<file path="src/rtl/ts_ovf_pkg.sv">
package ts_ovf_pkg;

  localparam int ADDR_W = 4;
  localparam int DATA_W = 32;

  // word addresses
  localparam logic [ADDR_W-1:0] A_CTRL   = 4'h0;
  localparam logic [ADDR_W-1:0] A_RAW    = 4'h1;
  localparam logic [ADDR_W-1:0] A_RAWCLR = 4'h2;
  localparam logic [ADDR_W-1:0] A_ENSET  = 4'h3;
  localparam logic [ADDR_W-1:0] A_ENCLR  = 4'h4;
  localparam logic [ADDR_W-1:0] A_ENSTAT = 4'h5;
  localparam logic [ADDR_W-1:0] A_EOI    = 4'h6;
  localparam logic [ADDR_W-1:0] A_RELOAD = 4'h7;
  localparam logic [ADDR_W-1:0] A_PEND   = 4'h8;

  // control field layout: stored bits LO..HI
  localparam int CTRL_LO     = 3;
  localparam int CTRL_HI     = 6;
  localparam int CTRL_W      = CTRL_HI - CTRL_LO + 1;
  localparam int CTRL_RUN    = CTRL_HI - CTRL_LO;   // bit 6 within stored field
  localparam logic [CTRL_W-1:0] CTRL_RST = 4'b0001; // debug-free bit high

  localparam int EOI_W = 8;

  typedef struct packed {
    logic             wr;
    logic [ADDR_W-1:0] addr;
    logic [DATA_W-1:0] wdata;
  } bus_req_t;

endpackage

</file>
<file path="src/rtl/ts_counter.sv">
module ts_counter #(
  parameter int TS_W     = 16,
  parameter int RELOAD_W = 24
) (
  input  logic                clk,
  input  logic                rst_n,
  input  logic                run,
  input  logic [RELOAD_W-1:0] reload,
  output logic [TS_W-1:0]     ts,
  output logic                wrap_evt
);

  logic [RELOAD_W-1:0] pre_q, pre_n;
  logic [TS_W-1:0]     ts_q, ts_n;
  logic [RELOAD_W-1:0] eff_reload;
  logic                at_limit;
  logic                tick;

  always_comb begin
    eff_reload = (reload == '0) ? RELOAD_W'(1) : reload;
    at_limit   = (pre_q >= (eff_reload - 1'b1));
    tick       = run && at_limit;
    pre_n      = at_limit ? '0 : (pre_q + 1'b1);
    ts_n       = tick ? (ts_q + 1'b1) : ts_q;
    wrap_evt   = tick && (ts_q == '1);
  end

  always_ff @(posedge clk or negedge rst_n) begin
    if (!rst_n) begin
      pre_q <= '0;
      ts_q  <= '0;
    end else if (run) begin
      pre_q <= pre_n;
      ts_q  <= ts_n;
    end
  end

  assign ts = ts_q;

endmodule

</file>
<file path="src/rtl/ts_pend_tracker.sv">
module ts_pend_tracker #(
  parameter int PEND_W = 5
) (
  input  logic              clk,
  input  logic              rst_n,
  input  logic              set_evt,
  input  logic              ack,
  input  logic              ovf_en,
  output logic [PEND_W-1:0] pend,
  output logic              irq
);

  localparam logic [PEND_W-1:0] PEND_MAX = '1;
  localparam logic [PEND_W-1:0] PEND_ONE = PEND_W'(1);

  logic [PEND_W-1:0] pend_q, pend_n;
  logic              irq_q, irq_n;
  logic              reissue;

  always_comb begin
    pend_n = pend_q;
    unique case ({set_evt, ack})
      2'b10: pend_n = (pend_q == PEND_MAX) ? pend_q : (pend_q + 1'b1);
      2'b01: pend_n = (pend_q == '0) ? pend_q : (pend_q - 1'b1);
      2'b11: pend_n = (pend_q == '0) ? PEND_ONE : pend_q;
      default: pend_n = pend_q;
    endcase
    reissue = ack && (pend_q > PEND_ONE);
    irq_n   = ovf_en && (set_evt || reissue);
  end

  always_ff @(posedge clk or negedge rst_n) begin
    if (!rst_n) begin
      pend_q <= '0;
      irq_q  <= 1'b0;
    end else begin
      pend_q <= pend_n;
      irq_q  <= irq_n;
    end
  end

  assign pend = pend_q;
  assign irq  = irq_q;

endmodule

</file>
<file path="src/rtl/ts_regfile.sv">
module ts_regfile
  import ts_ovf_pkg::*;
#(
  parameter int RELOAD_W = 24,
  parameter int PEND_W   = 5
) (
  input  logic                clk,
  input  logic                rst_n,
  input  bus_req_t            req,
  output logic [DATA_W-1:0]   rdata,
  input  logic                hw_wrap,
  input  logic [PEND_W-1:0]   pend,
  output logic                run,
  output logic [RELOAD_W-1:0] reload,
  output logic                ovf_en,
  output logic                set_evt,
  output logic                ack
);

  logic [CTRL_W-1:0]   ctrl_q, ctrl_n;
  logic [RELOAD_W-1:0] reload_q, reload_n;
  logic                raw_q, raw_n;
  logic                en_q, en_n;

  logic wr_ctrl, wr_raw, wr_rawclr, wr_enset, wr_enclr, wr_eoi, wr_reload;
  logic sw_set, sw_clr, en_set, en_clr;
  logic unused_wdata_hi;

  assign unused_wdata_hi = ^req.wdata[DATA_W-1:RELOAD_W];

  // write decode
  always_comb begin
    wr_ctrl   = req.wr && (req.addr == A_CTRL);
    wr_raw    = req.wr && (req.addr == A_RAW);
    wr_rawclr = req.wr && (req.addr == A_RAWCLR);
    wr_enset  = req.wr && (req.addr == A_ENSET);
    wr_enclr  = req.wr && (req.addr == A_ENCLR);
    wr_eoi    = req.wr && (req.addr == A_EOI);
    wr_reload = req.wr && (req.addr == A_RELOAD);
    sw_set    = wr_raw    && req.wdata[0];
    sw_clr    = wr_rawclr && req.wdata[0];
    en_set    = wr_enset  && req.wdata[0];
    en_clr    = wr_enclr  && req.wdata[0];
    ack       = wr_eoi    && (req.wdata[EOI_W-1:0] == '0);
  end

  // next state
  always_comb begin
    ctrl_n   = wr_ctrl   ? req.wdata[CTRL_HI:CTRL_LO] : ctrl_q;
    reload_n = wr_reload ? req.wdata[RELOAD_W-1:0]    : reload_q;
    set_evt  = sw_set || hw_wrap;
    if (set_evt)     raw_n = 1'b1;
    else if (sw_clr) raw_n = 1'b0;
    else             raw_n = raw_q;
    if (en_set)      en_n = 1'b1;
    else if (en_clr) en_n = 1'b0;
    else             en_n = en_q;
  end

  always_ff @(posedge clk or negedge rst_n) begin
    if (!rst_n) begin
      ctrl_q   <= CTRL_RST;
      reload_q <= '0;
      raw_q    <= 1'b0;
      en_q     <= 1'b0;
    end else begin
      ctrl_q   <= ctrl_n;
      reload_q <= reload_n;
      raw_q    <= raw_n;
      en_q     <= en_n;
    end
  end

  // read path
  always_comb begin
    rdata = '0;
    case (req.addr)
      A_CTRL:   rdata[CTRL_HI:CTRL_LO] = ctrl_q;
      A_RAW:    rdata[0] = raw_q;
      A_ENSET:  rdata[0] = en_q;
      A_ENSTAT: rdata[0] = en_q;
      A_RELOAD: rdata[RELOAD_W-1:0] = reload_q;
      A_PEND:   rdata[PEND_W-1:0] = pend;
      default:  rdata = '0;
    endcase
  end

  assign run    = ctrl_q[CTRL_RUN];
  assign reload = reload_q;
  assign ovf_en = en_q;

endmodule

</file>
<file path="src/rtl/ts_ovf_regs.sv">
module ts_ovf_regs
  import ts_ovf_pkg::*;
#(
  parameter int TS_W     = 16,
  parameter int RELOAD_W = 24,
  parameter int PEND_W   = 5
) (
  input  logic              clk,
  input  logic              rst_n,
  input  logic              bus_wr,
  input  logic [ADDR_W-1:0] bus_addr,
  input  logic [DATA_W-1:0] bus_wdata,
  output logic [DATA_W-1:0] bus_rdata,
  output logic [TS_W-1:0]   ts_value,
  output logic              ts_irq
);

  logic [1:0]          rst_sync_q;
  logic                rst_sync_n;
  bus_req_t            req;
  logic                run;
  logic [RELOAD_W-1:0] reload;
  logic                ovf_en;
  logic                set_evt;
  logic                ack;
  logic                hw_wrap;
  logic [PEND_W-1:0]   pend;

  always_ff @(posedge clk or negedge rst_n) begin
    if (!rst_n) rst_sync_q <= 2'b00;
    else        rst_sync_q <= {rst_sync_q[0], 1'b1};
  end
  assign rst_sync_n = rst_sync_q[1];

  assign req.wr    = bus_wr;
  assign req.addr  = bus_addr;
  assign req.wdata = bus_wdata;

  ts_regfile #(.RELOAD_W(RELOAD_W), .PEND_W(PEND_W)) u_regs (
    .clk     (clk),
    .rst_n   (rst_sync_n),
    .req     (req),
    .rdata   (bus_rdata),
    .hw_wrap (hw_wrap),
    .pend    (pend),
    .run     (run),
    .reload  (reload),
    .ovf_en  (ovf_en),
    .set_evt (set_evt),
    .ack     (ack)
  );

  ts_counter #(.TS_W(TS_W), .RELOAD_W(RELOAD_W)) u_cnt (
    .clk      (clk),
    .rst_n    (rst_sync_n),
    .run      (run),
    .reload   (reload),
    .ts       (ts_value),
    .wrap_evt (hw_wrap)
  );

  ts_pend_tracker #(.PEND_W(PEND_W)) u_pend (
    .clk     (clk),
    .rst_n   (rst_sync_n),
    .set_evt (set_evt),
    .ack     (ack),
    .ovf_en  (ovf_en),
    .pend    (pend),
    .irq     (ts_irq)
  );

endmodule

</file>
<file path="config.mk">
export PLATFORM = sky130hd
export DESIGN_NAME = ts_ovf_regs
export DESIGN_NICKNAME = d
export VERILOG_FILES = /design/src/rtl/ts_ovf_pkg.sv /design/src/rtl/ts_counter.sv /design/src/rtl/ts_pend_tracker.sv /design/src/rtl/ts_regfile.sv /design/src/rtl/ts_ovf_regs.sv
export SDC_FILE = /design/constraint.sdc
export NUM_CORES = 1
export LEC_CHECK = 0
export ABC_AREA = 0
export BUFFER_PORTS_ARGS = -buffer_cell sky130_fd_sc_hd__buf_2
export CORE_ASPECT_RATIO = 2
export CORE_MARGIN = 2
export CORE_UTILIZATION = 37
export CTS_CLUSTER_SIZE = 40
export DETAILED_ROUTE_END_ITERATION = 8
export GPL_ROUTABILITY_DRIVEN = 0
export PLACE_DENSITY = 0.6
export SYNTH_ARGS = -nofsm -noshare
export SYNTH_HDL_FRONTEND = slang
export SYNTH_SLANG_ARGS = --single-unit
</file>
<file path="constraint.sdc">
create_clock -name clk -period 4.51 [get_ports clk]
set_input_delay 0.451 -clock clk [delete_from_list [all_inputs] [get_ports clk]]
set_output_delay 0.451 -clock clk [all_outputs]
set_load 0.05 [all_outputs]
</file>
==> impl_metrics.toml, run 1 <==
[hold_path]
whs_path_depth = 2
min-delay-start = "bus_wdata[15]"
min_to = "u_regs.reload[15]"
hp-class = "in -> reg"

[worst_setup_path]
end_kind = "flip-flop"
ff2ff_setup_slack_ns = 0.10
reg2reg_from = "u_regs.reload[19]"
critPathKind = "reg -> reg"
path_max_fanout = 4
worst_setup_path_start_kind = "flip-flop"
crit_arrival_ns = 4.62
cp_data_required_time_ns = 4.73
r2r-end = "u_pend.pend[0]"
r2r_cells = 19

[clock_network]
clockRootBuffer = "clkbuf_16"
clk_latency_ns = 0.34
clock_tree.buffer_depth = 2
path_clk_slew_ns = 0.06
cts_sinks = 78
cts_buffers = 9
htree_levels = 3
cts_tree = "built"

[placement]
port_buffers = 71
placedCellCount = 715
dp_hpwl_mm = 9.202
placed_cell_area_mm2 = 0.005411

[sta]
tightest_slew_ns = 1.031
fmax_ghz = 0.2270
drv_slew = 0
fin_crit_sh = 0.9768
fin_skew_ns = 0.007398
setup_viol = 0
max_slew_margin = 0.3127
rsz0062_at_grt = "true"
hold_viol = 0
fin_crit_ns = 4.405

[cells_and_area]
fillers = 1234
layout-drive-gt1-share = 0.2688
antennaDiodeCount = 0
layout.nets = 651
final_cells = 736
finalInstanceArea_mm2 = 0.005839
synthToLayoutAreaGrowth_pct = 20.38

[power_and_ir_drop]
finalPower_mw = 2.363
vdd_ir_drop_max_v = 0.0002127
power_density_mw_per_mm2 = 404.7
leakage_nw = 2.756

[logic_synthesis]
synth.largest_area_cell = "dfrtp_1"
avgSynthCellArea_um2 = 9.800
syn-instance-count = 495
yosysUniqueCellTypes = 58
synth_top_flop_cell = "dfrtp_1"
synth.top_cell.area_share = 0.3972
ys_seq_elements = 78
synth-edff-count = 0
async_reset_ff_frac = 1.000
yosysSeqAreaShare = 0.4026
synthTopCellsByArea = "dfrtp_1, ha_1, mux2_2"
syn_area_mm2 = 0.004851
yosysWarnings = 0

[detailed_routing]
drt-vias-per-instance = 5.317
wl_per_cell_um = 16.75
initialDrtViolationCount = 165
antenna_left = 0
vias = 3913
drc = 0
drtPass1Iterations = 4
routed_wl_mm = 12.33

[floorplan]
die_width_um = 84.97
num_io_pins = 88
rows = 59
core_mm2 = 0.01292
die_h_um = 165.9
start_util = 0.3755
die_area_mm2 = 0.01410

[run]
drv_cap = 0

[global_route]
track_usage = 0.1795
antenna_found_initial = 0
grt_pass1_wl_mm = 20.28
grt_max_degree = 77
grt_remaining_overflow = 0
grt_pass1_vias = 4062

[status]
outcome = "finished clean"
## power by group
group	total [mW]	leakage, nW	switching (mW)	internal (mW)
registers	0.974	0.994	0.169	0.805
logic	0.626	1.62	0.334	0.292
clock network	0.763	0.146	0.282	0.481
total	2.36	2.76	0.786	1.58
## flip-flops by register name, indices dropped and copies added, names as in the netlist
| register | cells |
|---|---|
| u_pend.pend | 5 |
| u_cnt.pre_q | 24 |
| u_regs.raw_q | 1 |
| u_regs.reload | 24 |
| u_regs.ovf_en | 1 |
| u_regs.ctrl_q | 4 |
| u_pend.irq | 1 |
| rst_sync_q | 2 |
| u_cnt.ts | 16 |
## cell type report
cell class	count	area [µm²]	area share
multi-input cells	386	2816	0.4823
flip-flops and latches	78	1957	0.3351
repair buffers	91	515.5	0.08828
clock buffers	11	232.7	0.03985
well taps	152	190.2	0.03257
clock inverters	4	72.57	0.01243
inverters	14	55.05	0.009428
## cells in the final DEF, fill, tap and decap left out, types with 10 or more instances in the layout
master and instances:
a21oi_1 14, and2_1 20, and3_1 13, buf_2 71, buf_4 17, dfrtp_1 76
ha_1 31, inv_1 13, mux2_2 29, nand2_1 33, nand3_1 29, nand4_1 10
nor2_1 42, o21ai_0 14, xnor2_1 32, xor2_1 21
## worst max-delay path, stage by stage (launching register included)
cell	delay, ns
dfrtp_1	0.38
or4_4	0.58
nor3_4	0.18
nand2b_1	0.11
nor3b_2	0.27
a31oi_1	0.15
ha_2	0.22
and3_4	0.17
inv_4	0.06
nor2_4	0.03
xnor2_2	0.12
ha_1	0.29
nand4_1	0.17
nor2_1	0.08
a311oi_2	0.28
and4_4	0.30
nand2_4	0.05
a21o_1	0.19
mux2_4	0.34
mux2_4	0.30
## logic make-up (layout without fill, tap and decap cells)
logic type	count (synthesis)	in the layout	share of synthesized area
simple gates	195	195	0.2133
fa+ha+maj	32	32	0.08254
flops	78	78	0.4026
other cells	2	9	0.001548
xor+xnor	55	55	0.1009
mux	36	36	0.08383
buf+inv	38	120	0.03637
compound gates	59	59	0.07893
## cells in the mapped netlist, drive strengths merged (2+ instances only)
cell,number
a211oi,4
a21oi,16
a22o,2
a31oi,2
a32o,2
and2,21
and3,15
and4,3
buf,12
clkbuf,12
conb,2
dfrtp,77
ha,32
inv,14
mux2,31
mux2i,5
nand2,34
nand2b,6
nand3,29
nand3b,2
nand4,10
nor2,43
nor2b,4
nor3,12
nor3b,2
nor4,9
o21a,2
o21ai,15
o21bai,2
o2bb2ai,2
o31ai,2
or3,2
or4,2
xnor2,34
xor2,21
## timing repair
| action | in CTS | in global routing |
|---|---|---|
| hold buffers | 1 | 0 |
| endpoints found under the setup margin | 0 | 32 |
| hold endpoints to repair | 2 | 0 |
| resized for setup | 0 | 21 |
| setup buffers | 0 | 5 |
## per-layer routing
| metal | vias up | track usage | share of wire |
|---|---|---|---|
| met5 | - | 0 | 0 |
| met2 | 88 | 0.3373 | 0.57 |
| met4 | 0 | 0.08489 | 0.041 |
| li1 | 1895 | - | - |
| met1 | 1896 | 0.1896 | 0.36 |
| met3 | 34 | 0.02535 | 0.030 |
## per-stage QoR
stage	TNS [ns]	setup WS, ns	hold WS, ns	utilization
final	0	0.1046	0.3393	0.4520
after global routing	-0.6369	-0.08950	0.3470	0.4520
after CTS	0	0.07977	0.3330	0.4433
after detailed placement	0	0.1338	0.2376	0.4189
after global placement	0	0.1773	0.2360	0.4189
after floorplan	0	0.3011	0.1554	-
## how the worst max path moves through the flow
stage / from / endpoint / slack (ns) / cells past startpoint
2_1_floorplan: u_regs.reload[16] / u_pend.pend[0] / 0.30 / 19
3_3_place_gp: u_regs.reload[16] / u_pend.pend[0] / 0.18 / 18
3_5_place_dp: u_regs.reload[16] / u_pend.pend[0] / 0.13 / 19
4_1_cts: u_regs.reload[16] / u_pend.pend[0] / 0.08 / 19
5_1_grt: u_regs.reload[19] / u_cnt.ts[5] / -0.09 / 20
6_report: u_regs.reload[19] / u_pend.pend[0] / 0.10 / 19
Power figures use the tool's default switching activity.
==> run 2, diff against run 1 <==
--- a/config.mk
+++ b/config.mk
@@ -9,11 +9,11 @@
 export BUFFER_PORTS_ARGS = -buffer_cell sky130_fd_sc_hd__buf_2
 export CORE_ASPECT_RATIO = 2
 export CORE_MARGIN = 2
-export CORE_UTILIZATION = 37
+export CORE_UTILIZATION = 40
 export CTS_CLUSTER_SIZE = 40
 export DETAILED_ROUTE_END_ITERATION = 8
 export GPL_ROUTABILITY_DRIVEN = 0
-export PLACE_DENSITY = 0.6
+export PLACE_DENSITY = 0.64
 export SYNTH_ARGS = -nofsm -noshare
 export SYNTH_HDL_FRONTEND = slang
 export SYNTH_SLANG_ARGS = --single-unit
==> run 2 against run 1 <==
Compared with the run above:
- via count is 0.15% higher
- core utilization is 4.5 points higher
- hold slack better by 0.0024 ns
- final area is 0.15% higher
- sequential cell count stayed put
- critical path type unchanged
- largest power group unchanged
==> impl_metrics.toml, run 2 (same netlist as run 1, synthesis figures left out) <==
[status]
outcome = "finished clean"

[sta]
tightest_slew_ns = 1.030
fin_crit_ns = 4.293
fmax_ghz = 0.2330
setup_viol = 0
drv_slew = 0
fin_crit_sh = 0.9518
max_slew_margin = 0.3113
hold_viol = 0
fin_skew_ns = 0.008171

[detailed_routing]
routed_wl_mm = 11.69
initialDrtViolationCount = 135
antenna_left = 0
drtPass1Iterations = 4
wl_per_cell_um = 16.02
drc = 0
vias = 3919
drt-vias-per-instance = 5.368

[cells_and_area]
final_cell_mix = "dfrtp_1, buf_2, nor2_1"
multi_input_area_mm2 = 0.002801
antennaDiodeCount = 0
finalInstanceArea_mm2 = 0.005848
fillers = 1111
layout-drive-gt1-share = 0.2701
final_common_cell = "dfrtp_1"
seq_area_mm2 = 0.001957
layout.nets = 651
synthToLayoutAreaGrowth_pct = 20.56

[floorplan]
die_width_um = 81.87
die_area_mm2 = 0.01308
core_mm2 = 0.01177
die_h_um = 159.7
rows = 56
num_io_pins = 88
start_util = 0.4121

[global_route]
track_usage = 0.1889
grt_pass1_wl_mm = 19.06
grt_pass1_vias = 3987
grt_max_degree = 77
antenna_found_initial = 0
grt_remaining_overflow = 0

[placement]
dp_hpwl_mm = 8.885
port_buffers = 71
placed_cell_area_mm2 = 0.005395

[clock_network]
cts_buffers = 9
path_clk_slew_ns = 0.06
htree_levels = 3
clk_latency_ns = 0.34
cts_sinks = 78
clock_tree.buffer_depth = 2
clockRootBuffer = "clkbuf_16"
cts_tree = "built"

[worst_setup_path]
end_kind = "flip-flop"
cpPeakStageDelay_ns = 0.57
cp_data_required_time_ns = 4.73
worst-path-buf-inv = 0
path_max_fanout = 4
worst_setup_path_start_kind = "flip-flop"
slowest_stage = "or4_4"
crit_arrival_ns = 4.51
critPathTopFamily = "simple AND/OR/NAND/NOR gates"
cpMostUsedCell = "mux2_4"
critPathKind = "reg -> reg"
path_cells = "or4_4 -> nor3_4 -> nand2b_1 -> nor3b_2 -> a31oi_2 -> ha_2 -> and3_4 -> nand2_1 -> xor2_1 -> ha_1 -> nand4_1 -> nor2_1 -> a311oi_1 -> and4_4 -> nand2_2 -> a21o_1 -> mux2_4 -> mux2_4"

[run]
drv_cap = 0

[hold_path]
hp-class = "in -> reg"

[power_and_ir_drop]
leakage_nw = 2.776
power_density_mw_per_mm2 = 416.0
vdd_ir_drop_max_v = 0.0002465
finalPower_mw = 2.433
-- run 2: path summary, 6_finish.rpt --
path	to	cells past startpoint	slack (ns)	startpoint
worst max-delay path	u_pend.pend[0]	18	0.22	u_regs.reload[18]
worst min register to register	rst_sync_q[1]	0	0.35	rst_sync_q[0]
worst max register to register	u_pend.pend[0]	18	0.22	u_regs.reload[18]
max in group asynchronous	u_regs.reload[9]	0	3.39	rst_sync_q[1]
worst min-delay path	u_regs.reload[16]	2	0.34	bus_wdata[16]
min in group asynchronous	rst_sync_q[1]	2	0.42	rst_n
-- run 2: final cells by class --
type,count,area share
tap,145,0.03102
clock buffer,10,0.04086
inverter,14,0.008986
timing repair buffer,91,0.08686
clock inverter,6,0.01861
sequential,78,0.3346
multi-input combinational,386,0.4790
-- run 2: layer usage --
| layer | vias to the layer above | routed length [µm] | GRT usage |
|---|---|---|---|
| met3 | 19 | 249 | 0.03164 |
| met2 | 58 | 7044 | 0.3688 |
| met5 | - | 0 | 0 |
| li1 | 1898 | - | - |
| met1 | 1944 | 4106 | 0.1855 |
| met4 | 0 | 292 | 0.07273 |
-- run 2: what timing repair did --
| item | in CTS | in global routing |
|---|---|---|
| setup buffers | 0 | 6 |
| endpoints found under the setup margin | 0 | 30 |
| resized for setup | 0 | 13 |
| hold buffers | 1 | 0 |
| hold endpoints to repair | 2 | 0 |
-- run 2: power by group --
part | internal, mW | leakage, nW | switching [mW] | total (mW)
registers | 0.805 | 0.994 | 0.164 | 0.968
logic | 0.288 | 1.61 | 0.327 | 0.615
clock network | 0.555 | 0.172 | 0.295 | 0.849
total | 1.65 | 2.78 | 0.785 | 2.43
-- run 2: metrics by stage --
step | instances | utilization | hold WS (ns) | setup TNS, ns | setup WS (ns)
floorplan | 502 | - | 0.1554 | 0 | 0.3011
detailed placement | 707 | 0.4583 | 0.2378 | 0 | 0.1516
global route | 730 | 0.4968 | 0.3387 | -0.03100 | -0.01464
global placement | 707 | 0.4583 | 0.2358 | 0 | 0.1740
finish | 730 | 0.4968 | 0.3417 | 0 | 0.2174
CTS | 724 | 0.4887 | 0.3330 | 0 | 0.09367
==> run 3, diff against run 2 <==
--- a/config.mk
+++ b/config.mk
@@ -13,7 +13,7 @@
 export CTS_CLUSTER_SIZE = 40
 export DETAILED_ROUTE_END_ITERATION = 8
 export GPL_ROUTABILITY_DRIVEN = 0
-export PLACE_DENSITY = 0.64
+export PLACE_DENSITY_LB_ADDON = 0.3
 export SYNTH_ARGS = -nofsm -noshare
 export SYNTH_HDL_FRONTEND = slang
 export SYNTH_SLANG_ARGS = --single-unit
==> run 3 against run 2 <==
Compared with the run above:
- sequential share of layout area up 0.58 points
- critical path depth grew 1
- non-clock buffer count shrank 4
- highest routed layer unchanged
- critical endpoint unchanged
- wire length fell by 0.56%
- clock power shrank 16%
- largest power group unchanged
==> impl_metrics.toml, run 3 (same netlist as run 1, synthesis figures left out) <==
[cells_and_area]
final_cell_mix = "dfrtp_1, buf_2, nor2_1"
multi_input_area_mm2 = 0.002790
synthToLayoutAreaGrowth_pct = 18.52
seq_area_mm2 = 0.001957
final_cells = 726
layout.nets = 647
final_common_cell = "dfrtp_1"
fillers = 1110
finish.utilization = 0.4884
finalInstanceArea_mm2 = 0.005749
antennaDiodeCount = 0
layout-drive-gt1-share = 0.2599

[worst_setup_path]
crit_cells = 19
cp_data_required_time_ns = 4.73
worst_setup_path_start_kind = "flip-flop"
critPathTopFamily = "simple AND/OR/NAND/NOR gates"
end_kind = "flip-flop"
r2r_cells = 19
reg2reg_from = "u_regs.reload[16]"
path_cells = "or4_4 -> nor3_4 -> nand2b_1 -> nor3b_2 -> a31oi_1 -> ha_2 -> and3_1 -> inv_1 -> nor2_1 -> xnor2_1 -> ha_1 -> nand4_1 -> nor2_1 -> a311oi_2 -> and4_4 -> nand2_2 -> a21o_1 -> mux2_4 -> mux2_4"
ff2ff_setup_slack_ns = 0.20
worst-path-buf-inv = 1
crit_arrival_ns = 4.52
crit_start = "u_regs.reload[16]"
slowest_stage = "or4_4"
cpPeakStageDelay_ns = 0.57
path_max_fanout = 4
critPathKind = "reg -> reg"

[power_and_ir_drop]
pwr-share-clk = 0.312
leakage_nw = 2.730
pwr-share-comb = 0.263
p_seq_frac = 0.426
p_int_mw = 1.514
finalPower_mw = 2.287
p_sw_mw = 0.7732
swShare = 0.3380
vdd_ir_drop_max_v = 0.0002451
power_density_mw_per_mm2 = 397.8

[clock_network]
cts_sinks = 78
cts_buffers = 9
cts_tree = "built"
clock_tree.buffer_depth = 2
clockRootBuffer = "clkbuf_16"
clk_latency_ns = 0.33
path_clk_slew_ns = 0.06
htree_levels = 3

[global_route]
track_usage = 0.1870
grt_max_degree = 77
antenna_found_initial = 0
grt_remaining_overflow = 0
grt_pass1_vias = 3938
grt_pass1_wl_mm = 19.05

[sta]
setup_tns_ns = 0
hold_viol = 0
setup_viol = 0
setup_ws_ns = 0.2016
hold_slack_ns = 0.3477
fin_skew_ns = 0.005452
fin_crit_sh = 0.9553
tightest_slew_ns = 1.019
fmax_ghz = 0.2321
max_slew_margin = 0.3192
drv_slew = 0
fin_crit_ns = 4.308

[status]
outcome = "finished clean"

[placement]
place_ws_ns = 0.1382
placed_cell_area_mm2 = 0.005395
dp_hpwl_mm = 8.815
port_buffers = 71
placedCellCount = 707

[floorplan]
die_area_mm2 = 0.01308
start_util = 0.4121
core_mm2 = 0.01177
num_io_pins = 88
die_width_um = 81.87
die_h_um = 159.7
rows = 56

[run]
drv_cap = 0

[detailed_routing]
drtPass1Iterations = 4
wl_per_cell_um = 16.02
drc = 0
antenna_left = 0
initialDrtViolationCount = 163
routed_wl_mm = 11.63
drt-vias-per-instance = 5.433
vias = 3944

[hold_path]
min-delay-start = "bus_wdata[15]"
whs_path_depth = 2
hp-class = "in -> reg"
-- run 3: path summary, 6_finish.rpt --
kind	endpoint
max reg2reg	u_pend.pend[0]
min reg2reg	rst_sync_q[1]
min in group asynchronous	rst_sync_q[1]
max in group asynchronous	u_cnt.ts[10]
min	u_regs.reload[15]
max	u_pend.pend[0]
-- run 3: routing by layer --
metal | part of all wire | global-route usage | vias to the layer above
li1 | - | - | 1889
met1 | 0.37 | 0.2040 | 1970
met5 | 0 | 0 | -
met2 | 0.59 | 0.3533 | 74
met3 | 0.026 | 0.02881 | 11
met4 | 0.019 | 0.05682 | 0
-- run 3: repair_timing --
action	in CTS	in global routing
hold buffers	1	0
endpoints found under the setup margin	0	41
buffers inserted	0	2
gates resized for setup	0	12
endpoints found under the hold margin	2	0
-- run 3: area by class of cell --
type,count,share of cell area
clock buffers,10,0.03983
repair buffers,87,0.08313
flip-flops and latches,78,0.3404
clock inverters,6,0.01066
multi-input cells,386,0.4853
well taps,145,0.03156
inverters,14,0.009140
-- run 3: power by group through the flow --
stage	logic, mW	clock network, mW	registers [mW]
after CTS	0.596	0.730	0.974
after global placement	0.568	0	0.979
final	0.601	0.713	0.973
after detailed placement	0.591	0	0.986
after floorplan	0.451	0	0.938
after global routing	0.675	0.760	0.994
-- run 3: worst register-to-register path: cells and delay by family (launching register included) --
family,cells,cell delay [ns]
AO/OA/AOI/OAI,3,0.62
XOR/XNOR,1,0.15
adder cells (fa/ha/maj),2,0.46
buffers and inverters,1,0.07
flip-flops,1,0.38
multiplexers,2,0.60
AND/OR/NAND/NOR,10,1.89
